### src/rtl/pic_init_pkg.sv
package pic_init_pkg;
  localparam int DATA_W = 8;
  localparam int LVL_W  = 3;
  localparam int VB_W   = DATA_W - LVL_W;
  localparam int CFG_W  = 5;
  localparam int ST_W   = 2;

  typedef enum logic [ST_W-1:0] {
    ST_READY = 2'd0,
    ST_WAIT2 = 2'd1,
    ST_WAIT3 = 2'd2,
    ST_WAIT4 = 2'd3
  } seq_state_t;

  // data bit positions decoded by this block
  localparam int B_START  = 4;
  localparam int B_OCWSEL = 3;
  localparam int B_IC4    = 0;
endpackage

### src/rtl/pic_seq_fsm.sv
module pic_seq_fsm
  import pic_init_pkg::*;
(
  input  logic              clk,
  input  logic              rst_n,
  input  logic              wr_en,
  input  logic              port_sel,
  input  logic [DATA_W-1:0] wr_data,
  output seq_state_t        state,
  output logic              ic4_q,
  output logic              icw1_stb,
  output logic              icw2_stb,
  output logic              icw3_stb,
  output logic              icw4_stb,
  output logic              ocw1_stb,
  output logic              ocw2_stb,
  output logic              ocw3_stb
);
  seq_state_t state_nxt;
  logic       ic4_nxt;
  logic       base_wr, hi_wr, ready;

  assign base_wr = wr_en && !port_sel;
  assign hi_wr   = wr_en &&  port_sel;
  assign ready   = (state == ST_READY);

  // write decode
  always_comb begin
    icw1_stb = base_wr && wr_data[B_START];
    icw2_stb = hi_wr && (state == ST_WAIT2);
    icw3_stb = hi_wr && (state == ST_WAIT3);
    icw4_stb = hi_wr && (state == ST_WAIT4);
    ocw1_stb = hi_wr && ready;
    ocw2_stb = base_wr && !wr_data[B_START] && !wr_data[B_OCWSEL] && ready;
    ocw3_stb = base_wr && !wr_data[B_START] &&  wr_data[B_OCWSEL] && ready;
  end

  // next state
  always_comb begin
    state_nxt = state;
    ic4_nxt   = ic4_q;
    if (icw1_stb) begin
      state_nxt = ST_WAIT2;
      ic4_nxt   = wr_data[B_IC4];
    end else if (icw2_stb) begin
      state_nxt = ST_WAIT3;
    end else if (icw3_stb) begin
      state_nxt = ST_WAIT4;
    end else if (icw4_stb) begin
      state_nxt = ST_READY;
    end
  end

  always_ff @(posedge clk or negedge rst_n) begin
    if (!rst_n) begin
      state <= ST_READY;
      ic4_q <= 1'b0;
    end else if (wr_en) begin
      state <= state_nxt;
      ic4_q <= ic4_nxt;
    end
  end


  start_to_wait2_chk: assert property (@(posedge clk) disable iff (!rst_n)
    (wr_en && !port_sel && wr_data[B_START]) |=> (state == ST_WAIT2));


  seq_advance_chk: assert property (@(posedge clk) disable iff (!rst_n)
    (wr_en && port_sel && state != ST_READY) |=>
      (state == seq_state_t'(($past(state) + 2'd1) & 2'd3)));


  midseq_base_ignored_chk: assert property (@(posedge clk) disable iff (!rst_n)
    (wr_en && !port_sel && !wr_data[B_START] && state != ST_READY) |=>
      (state == $past(state)));
endmodule

### src/rtl/pic_cfg_regs.sv
module pic_cfg_regs
  import pic_init_pkg::*;
(
  input  logic              clk,
  input  logic              rst_n,
  input  logic [DATA_W-1:0] wr_data,
  input  logic              icw1_stb,
  input  logic              icw2_stb,
  input  logic              icw3_stb,
  input  logic              icw4_stb,
  input  logic              ic4_q,
  output logic [VB_W-1:0]   vec_base,
  output logic [LVL_W-1:0]  slave_id,
  output logic [CFG_W-1:0]  icw4_cfg
);
  logic [VB_W-1:0]  vb_nxt;
  logic [LVL_W-1:0] sid_nxt;
  logic [CFG_W-1:0] cfg_nxt;
  logic             vb_en, sid_en, cfg_en;

  always_comb begin
    vb_en   = icw2_stb;
    vb_nxt  = wr_data[DATA_W-1:LVL_W];
    sid_en  = icw1_stb || icw3_stb;
    sid_nxt = icw1_stb ? {LVL_W{1'b1}} : wr_data[LVL_W-1:0];
    cfg_en  = (icw1_stb && !wr_data[B_IC4]) || (icw4_stb && ic4_q);
    cfg_nxt = icw1_stb ? '0 : wr_data[CFG_W-1:0];
  end

  always_ff @(posedge clk or negedge rst_n) begin
    if (!rst_n) begin
      vec_base <= '0;
      slave_id <= {LVL_W{1'b1}};
      icw4_cfg <= '0;
    end else begin
      if (vb_en)  vec_base <= vb_nxt;
      if (sid_en) slave_id <= sid_nxt;
      if (cfg_en) icw4_cfg <= cfg_nxt;
    end
  end


  vec_base_load_chk: assert property (@(posedge clk) disable iff (!rst_n)
    icw2_stb |=> (vec_base == $past(wr_data[DATA_W-1:LVL_W])));


  ic4_gate_chk: assert property (@(posedge clk) disable iff (!rst_n)
    (icw4_stb && !ic4_q) |=> (icw4_cfg == '0));


  slave_load_chk: assert property (@(posedge clk) disable iff (!rst_n)
    icw3_stb |=> (slave_id == $past(wr_data[LVL_W-1:0])));
endmodule

### src/rtl/pic_ocw_regs.sv
module pic_ocw_regs
  import pic_init_pkg::*;
(
  input  logic              clk,
  input  logic              rst_n,
  input  logic [DATA_W-1:0] wr_data,
  input  logic              icw1_stb,
  input  logic              ocw1_stb,
  input  logic              ocw2_stb,
  input  logic              ocw3_stb,
  output logic [DATA_W-1:0] irq_mask,
  output logic [LVL_W-1:0]  lowest_prio,
  output logic              read_isr,
  output logic              spec_mask
);
  logic              mask_en, prio_en, rd_en, smm_en;
  logic [DATA_W-1:0] mask_nxt;
  logic [LVL_W-1:0]  prio_nxt;
  logic              rd_nxt, smm_nxt;

  always_comb begin
    mask_en  = icw1_stb || ocw1_stb;
    mask_nxt = icw1_stb ? '0 : wr_data;
    prio_en  = icw1_stb || (ocw2_stb && wr_data[7] && wr_data[6]);
    prio_nxt = icw1_stb ? {LVL_W{1'b1}} : wr_data[LVL_W-1:0];
    rd_en    = icw1_stb || (ocw3_stb && wr_data[1]);
    rd_nxt   = icw1_stb ? 1'b0 : wr_data[0];
    smm_en   = icw1_stb || (ocw3_stb && wr_data[6]);
    smm_nxt  = icw1_stb ? 1'b0 : wr_data[5];
  end

  always_ff @(posedge clk or negedge rst_n) begin
    if (!rst_n) begin
      irq_mask    <= '1;
      lowest_prio <= {LVL_W{1'b1}};
      read_isr    <= 1'b0;
      spec_mask   <= 1'b0;
    end else begin
      if (mask_en) irq_mask    <= mask_nxt;
      if (prio_en) lowest_prio <= prio_nxt;
      if (rd_en)   read_isr    <= rd_nxt;
      if (smm_en)  spec_mask   <= smm_nxt;
    end
  end


  start_side_effects_chk: assert property (@(posedge clk) disable iff (!rst_n)
    icw1_stb |=> (irq_mask == '0 && lowest_prio == {LVL_W{1'b1}} &&
                  !read_isr && !spec_mask));


  mask_load_chk: assert property (@(posedge clk) disable iff (!rst_n)
    ocw1_stb |=> (irq_mask == $past(wr_data)));


  rotate_hold_chk: assert property (@(posedge clk) disable iff (!rst_n)
    (ocw2_stb && !(wr_data[7] && wr_data[6])) |=> $stable(lowest_prio));
endmodule

### src/rtl/pic_init_seq.sv
module pic_init_seq
  import pic_init_pkg::*;
#(
  parameter int RST_STAGES = 2
) (
  input  logic              clk,
  input  logic              rst_n,
  input  logic              wr_en,
  input  logic              port_sel,
  input  logic [DATA_W-1:0] wr_data,
  input  logic [LVL_W-1:0]  irq_level,
  output logic [ST_W-1:0]   seq_state,
  output logic [DATA_W-1:0] irq_mask,
  output logic [VB_W-1:0]   vec_base,
  output logic [DATA_W-1:0] vector,
  output logic [LVL_W-1:0]  slave_id,
  output logic [CFG_W-1:0]  icw4_cfg,
  output logic [LVL_W-1:0]  lowest_prio,
  output logic              read_isr,
  output logic              spec_mask
);
  logic [RST_STAGES-1:0] rst_pipe;
  logic                  rst_sn;

  // asynchronous assert, synchronous release
  generate
    for (genvar i = 0; i < RST_STAGES; i++) begin : g_rst
      always_ff @(posedge clk or negedge rst_n) begin
        if (!rst_n) rst_pipe[i] <= 1'b0;
        else        rst_pipe[i] <= (i == 0) ? 1'b1 : rst_pipe[(i == 0) ? 0 : i-1];
      end
    end
  endgenerate
  assign rst_sn = rst_pipe[RST_STAGES-1];

  seq_state_t st;
  logic ic4_q, icw1_stb, icw2_stb, icw3_stb, icw4_stb;
  logic ocw1_stb, ocw2_stb, ocw3_stb;

  pic_seq_fsm u_fsm (
    .clk(clk), .rst_n(rst_sn), .wr_en(wr_en), .port_sel(port_sel),
    .wr_data(wr_data), .state(st), .ic4_q(ic4_q),
    .icw1_stb(icw1_stb), .icw2_stb(icw2_stb), .icw3_stb(icw3_stb),
    .icw4_stb(icw4_stb), .ocw1_stb(ocw1_stb), .ocw2_stb(ocw2_stb),
    .ocw3_stb(ocw3_stb)
  );

  pic_cfg_regs u_cfg (
    .clk(clk), .rst_n(rst_sn), .wr_data(wr_data),
    .icw1_stb(icw1_stb), .icw2_stb(icw2_stb), .icw3_stb(icw3_stb),
    .icw4_stb(icw4_stb), .ic4_q(ic4_q),
    .vec_base(vec_base), .slave_id(slave_id), .icw4_cfg(icw4_cfg)
  );

  pic_ocw_regs u_ocw (
    .clk(clk), .rst_n(rst_sn), .wr_data(wr_data),
    .icw1_stb(icw1_stb), .ocw1_stb(ocw1_stb), .ocw2_stb(ocw2_stb),
    .ocw3_stb(ocw3_stb), .irq_mask(irq_mask), .lowest_prio(lowest_prio),
    .read_isr(read_isr), .spec_mask(spec_mask)
  );

  assign seq_state = st;
  assign vector    = {vec_base, irq_level};


  idle_hold_chk: assert property (@(posedge clk) disable iff (!rst_sn)
    !wr_en |=> ($stable(seq_state) && $stable(irq_mask) && $stable(vec_base) &&
                $stable(slave_id) && $stable(icw4_cfg) && $stable(lowest_prio) &&
                $stable(read_isr) && $stable(spec_mask)));


  midseq_regs_hold_chk: assert property (@(posedge clk) disable iff (!rst_sn)
    (wr_en && !port_sel && !wr_data[B_START] && seq_state != 2'd0) |=>
      ($stable(irq_mask) && $stable(lowest_prio) && $stable(read_isr) &&
       $stable(spec_mask)));
endmodule

### config.mk
export PLATFORM = sky130hd
export DESIGN_NAME = pic_init_seq
export DESIGN_NICKNAME = d
export VERILOG_FILES = /design/src/rtl/pic_init_pkg.sv /design/src/rtl/pic_seq_fsm.sv /design/src/rtl/pic_cfg_regs.sv /design/src/rtl/pic_ocw_regs.sv /design/src/rtl/pic_init_seq.sv
export SDC_FILE = /design/constraint.sdc
export NUM_CORES = 1
export LEC_CHECK = 0
export BUFFER_PORTS_ARGS = -buffer_cell sky130_fd_sc_hd__buf_4
export CORE_ASPECT_RATIO = 2
export CORE_MARGIN = 3
export CORE_UTILIZATION = 48
export CTS_BUF_LIST = sky130_fd_sc_hd__clkbuf_16
export DETAILED_ROUTE_END_ITERATION = 12
export GPL_TIMING_DRIVEN = 0
export MAX_ROUTING_LAYER = met4
export PLACE_DENSITY = 0.79
export RECOVER_POWER = 100
export SETUP_SLACK_MARGIN = 0.4
export SKIP_LAST_GASP = 1
export SLEW_MARGIN = 10
export SYNTH_ARGS = -nofsm -noshare
export SYNTH_HDL_FRONTEND = slang
export SYNTH_SLANG_ARGS = --single-unit
### constraint.sdc
create_clock -name clk -period 1 [get_ports clk]
set_clock_uncertainty 0.05 [all_clocks]
set_input_delay 0.15 -clock clk [delete_from_list [all_inputs] [get_ports clk]]
set_output_delay 0.15 -clock clk [all_outputs]
set_load 0.005 [all_outputs]
Word level (Yosys, flattened, before mapping)
Cells that the tools add are included.
- mux-type cells: 9
- reductions and logical operators: 32
- equality and inequality tests: 3
- operator list (kind ; count):
    1-bit logical AND ; 18
    2-bit two-way mux ; 4
    8-bit two-way mux ; 1
    1-bit logical OR ; 6
    5-bit two-way mux ; 1
    2-bit == test, second input constant ; 2
    1-bit logical NOT ; 4
    2-bit AND reduction ; 2
    4-bit nonzero test ; 1
    3-bit two-way mux ; 1
    2-bit by 1-bit == test with 1-bit output, second input constant ; 1
    2-bit logical NOT ; 1
    1-bit two-way mux ; 2
- output and inout port bits: 36
- bits in registers: 31
- word-level logic and storage cells: 55
- input port bits: 15

Longest topological paths before layout
- word-level depth: 8
- mapped depth: 5

Cells and area by module
Synthesis repeated with hierarchy kept, for this count alone.
- cells, all modules: 118
- area, all modules: 1431.4 um^2
- modules (own cells, without submodules) (module ; times used ; cells an instance ; sequential area each (um^2) ; area an instance (um^2)):
    pic_ocw_regs ; 1 ; 48 ; 339.1 ; 579.3
    pic_cfg_regs ; 1 ; 40 ; 329.1 ; 541.8
    pic_seq_fsm ; 1 ; 19 ; 75.1 ; 196.4
    pic_init_seq ; 1 ; 11 ; 50.0 ; 113.9

Least setup slack after synthesis
No wires, ideal clock.
- path type: register to register
- start point: register u_fsm.state[1]
- end point: register u_ocw.read_isr
- clock period less this slack: 1452 ps
- required time: 822 ps
- arrival time: 1274 ps
- library setup time: 128 ps
- stages on the path, launching flop included: 4
- setup slack: -452 ps
- path through: dfrtp_1 or4b_4 o41ai_2 a21oi_1
- cells in the longest elaborated chain, start to end: 4
- ends and longest elaborated chain (what ; line ; RTL):
    from (decl) ; pic_seq_fsm.sv:9 ; output seq_state_t state,
    from (signal assigned) ; pic_seq_fsm.sv:59 ; state <= state_nxt;
    2-bit logical NOT ; pic_seq_fsm.sv:25 ; assign ready = (state == ST_READY);
    1-bit logical AND ; pic_seq_fsm.sv:35 ; ocw3_stb = base_wr && !wr_data[B_START] && wr_data[B_OCWSEL] && ready;
    1-bit logical AND ; pic_ocw_regs.sv:26 ; rd_en = icw1_stb || (ocw3_stb && wr_data[1]);
    1-bit logical OR ; pic_ocw_regs.sv:26 ;
    to (signal assigned) ; pic_ocw_regs.sv:41 ; if (rd_en) read_isr <= rd_nxt;
    to (decl) ; pic_ocw_regs.sv:13 ; output logic read_isr,
No other way between the ends.
A chain may end at the register's enable or synchronous reset.

Worst setup path in the final report
Same ends and word-level chain as after synthesis.

==> flow_metrics.env <==
export IMPL_vias_in_the_first_global_route=1423
export IMPL_grt_total_usage=0.2554
export IMPL_register_area_um2=799.5
export IMPL_internal_power_mw=3.833
export IMPL_register_clock_pin_slew_on_the_reported_worst_setup_and_hold_paths_ns=0.05
export IMPL_hold_path_class="in -> reg"
export IMPL_outcome="complete, but fails checks"
export IMPL_synth_top_cells_by_area="dfrtp_1 (30%), dfstp_2 (26%), mux2i_1 (4.2%)"
export IMPL_layout_overhead_on_the_synthesized_area_pct=60.70
export IMPL_ios=51
export IMPL_wire_length_after_detailed_routing_mm=4.137
export IMPL_netlist_top_cell_by_area="dfrtp_1"
export IMPL_final_setup_worst_slack_ns=-0.4642
export IMPL_worst_ep_required_time_ns=1.11
export IMPL_setup_violations_final=54
export IMPL_die_h_um=83.26
export IMPL_clk_root_buffer_cell="clkbuf_16"
export IMPL_pwr_share_seq=0.365
export IMPL_instances_no_fill=230
export IMPL_route_antenna_remaining_nets=0
export IMPL_gp_congestion=0.8564
export IMPL_clockBufferDepth=2
export IMPL_share_of_the_synthesized_area_in_the_top_cell_type=0.2969
export IMPL_ffs_latches_synth=31
export IMPL_die_w_um=44.63
export IMPL_grt_antenna_before_repair=0
export IMPL_dr_total_vias=1317
export IMPL_dp_slack_ns=-0.5290
export IMPL_cellLeakagePower_nw=1.102
export IMPL_total_net_switching_power_mw=1.393
export IMPL_timing_critical_path_to_type="register"
export IMPL_finalNetCount=215
export IMPL_tritoncts="done"
export IMPL_cts_max_level=2
export IMPL_route_detailed_drc=0
export IMPL_critical_path_max_fanout=4
export IMPL_syn_avg_cell_area_um2=11.28
export IMPL_post_synth_instance_area_um2=1433
export IMPL_clock_power_share=0.267
export IMPL_drt_wirelength_per_cell_um=17.99
export IMPL_final_layout_size_suffix_gt1_frac=0.5622
export IMPL_max_clock_freq_mhz=682.9
export IMPL_multi_input_area_um2=565.5
export IMPL_period_utilisation_layout=1.464
export IMPL_clock_latency_ns=0.27
export IMPL_fp_dieArea_um2=3716
export IMPL_fin_crit_ns=1.464
export IMPL_final_hold_worst_slack_ns=0.07572
export IMPL_most_common_cell_after_layout_fill_and_taps_aside="buf_6"
export IMPL_routed_via_density=5.726
export IMPL_grt_overflow_total=0
export IMPL_hold_violations=0
export IMPL_place_port_buffers=46
export IMPL_syn_nets=142
export IMPL_cts_inserted_buffers=5
export IMPL_grt_first_pass_wirelength_mm=6.775
export IMPL_yosys_warnings=0
export IMPL_post_route_util=0.8211
export IMPL_setup_worst_path_start_class="register"
export IMPL_timing_setup_tns_ns=-13.04
export IMPL_netlist_instances=127
export IMPL_share_comb_of_total_power=0.367
export IMPL_maxCapViolations=0
export IMPL_timing_max_transition_violations_final=0
export IMPL_path_class="reg -> reg"
export IMPL_numClockSinks=31
export IMPL_seq_total_area_yosys=0.5537
export IMPL_layout_cells_most_common_list="buf_6 (39), buf_4 (30), dfrtp_1 (14), dfstp_2 (14), inv_1 (9)"
export IMPL_drt_pre_antenna_iters=4
export IMPL_dpl_cell_count=202
export IMPL_detailed_place_hpwl_mm=2.625
export IMPL_count_of_filler_cells_inserted_in_the_layout=156
export IMPL_detailedRoute_firstIterationViolations=41
export IMPL_maximum_number_of_pins_on_one_net_before_global_route_repair=16
export IMPL_antenna_diode_count=0
export IMPL_failed_checks="negative setup slack"
export IMPL_rsz0062_at_grt="true"
export IMPL_core_rowCount=27
export IMPL_critical_path_arrival_ns=1.57
export IMPL_synth_lib_cells_used_distinct=31
export IMPL_floorplan_initialDensity=0.5109
export IMPL_fp_coreArea_um2=2804
export IMPL_sw_frac_of_total=0.2666
export IMPL_power_density_nw_per_um2=2270
export IMPL_vdd_drop_max_mv=2.048
==> synth_stat cells <==
| master | n |
|---|---|
| and3_1 | 1 |
| dfrtp_1 | 17 |
| nand3b_1 | 2 |
| nand4_1 | 2 |
| and3b_1 | 2 |
| o211ai_1 | 6 |
| buf_2 | 3 |
| nor2b_1 | 3 |
| a22oi_1 | 1 |
| nand4b_1 | 1 |
| o41ai_2 | 1 |
| clkbuf_1 | 1 |
| nand3_1 | 8 |
| nand4bb_1 | 1 |
| or4b_4 | 1 |
| buf_6 | 1 |
| a21oi_1 | 2 |
| nor2_1 | 7 |
| nor4bb_1 | 1 |
| nand2_1 | 8 |
| a21o_1 | 1 |
| mux2i_1 | 6 |
| buf_4 | 8 |
| o21ai_0 | 10 |
| or2_2 | 1 |
| mux2_2 | 5 |
| inv_1 | 7 |
| nor4b_2 | 1 |
| conb_1 | 1 |
| dfstp_2 | 14 |
| a22o_1 | 4 |
==> layout make-up <==
| class | instances | share of cell area |
|---|---|---|
| clock inverter | 3 | 0.005435 |
| clock buffer | 5 | 0.05435 |
| inverter | 7 | 0.01141 |
| timing repair buffer | 66 | 0.2663 |
| tap | 29 | 0.01576 |
| multi-input combinational | 76 | 0.2457 |
| sequential | 31 | 0.3473 |
| buffer | 13 | 0.05380 |
==> what timing repair did <==
action / 4_1_cts / 5_1_grt
setup buffers: 16 / 3
hold buffers: 1 / 0
endpoints found under the setup margin: 78 / 62
resized for setup: 39 / 4
hold endpoints to repair: 2 / 0
pin swaps: 6 / 7
==> final timing paths <==
path                                 from              endpoint  slack, ns  cells after the start
max in group asynchronous          rst_sn     u_ocw.irq_mask[6]       0.29                      1
max                        u_fsm.state[1]        u_ocw.read_isr      -0.46                      3
min reg2reg                        rst_sn        u_ocw.read_isr       0.26                      1
min in group asynchronous           rst_n                rst_sn       0.14                      2
min                            wr_data[2]  u_ocw.lowest_prio[2]       0.08                      3
max reg2reg                u_fsm.state[1]        u_ocw.read_isr      -0.46                      3
==> per-stage QoR <==
stage                     instance area (um2)  power [mW]
after CTS                                2308       5.197
after global placement                   1877       3.221
after global routing                     2302       5.487
after detailed placement                 1877       3.286
final                                    2302       5.226
after floorplan                          1495       2.513
==> registers in the layout, indices dropped and copies added (netlist names) <==
signal,flops
u_cfg.slave_id,3
u_fsm.ic4_q,1
u_fsm.state,2
u_ocw.spec_mask,1
u_cfg.vec_base,5
rst_sn,1
u_cfg.icw4_cfg,5
u_ocw.irq_mask,8
rst_pipe,1
u_ocw.lowest_prio,3
u_ocw.read_isr,1
==> worst max-delay path, stage by stage, from the launching register on <==
cell and delay (ns):
dfrtp_2 0.43, or4b_4 0.56, o41ai_2 0.21, a21oi_1 0.10
==> kinds of logic (layout without fill, tap and decap cells) <==
family,after synthesis,in the layout,share of synthesized area
AO/OA/AOI/OAI,25,25,0.1197
AND/OR/NAND/NOR,39,39,0.1616
multiplexers,11,11,0.08122
flip-flops,31,31,0.5537
buffers and inverters,20,94,0.08122
other,1,1,0.002618
==> power by group through the flow <==
stage,Combinational (mW),Clock (mW),Sequential (mW)
final,1.92,1.40,1.91
after global routing,2.05,1.49,1.96
after CTS,1.88,1.41,1.91
after detailed placement,1.37,0,1.91
after global placement,1.33,0,1.89
after floorplan,0.619,0,1.89
==> metal layers <==
metal  global-route usage  wire [um]
met1               0.2493       1342
met2               0.4456       2438
met3              0.06074        240
met4               0.1154        116
met5                    -          0
No activity file was read; power rests on OpenSTA's default activity.
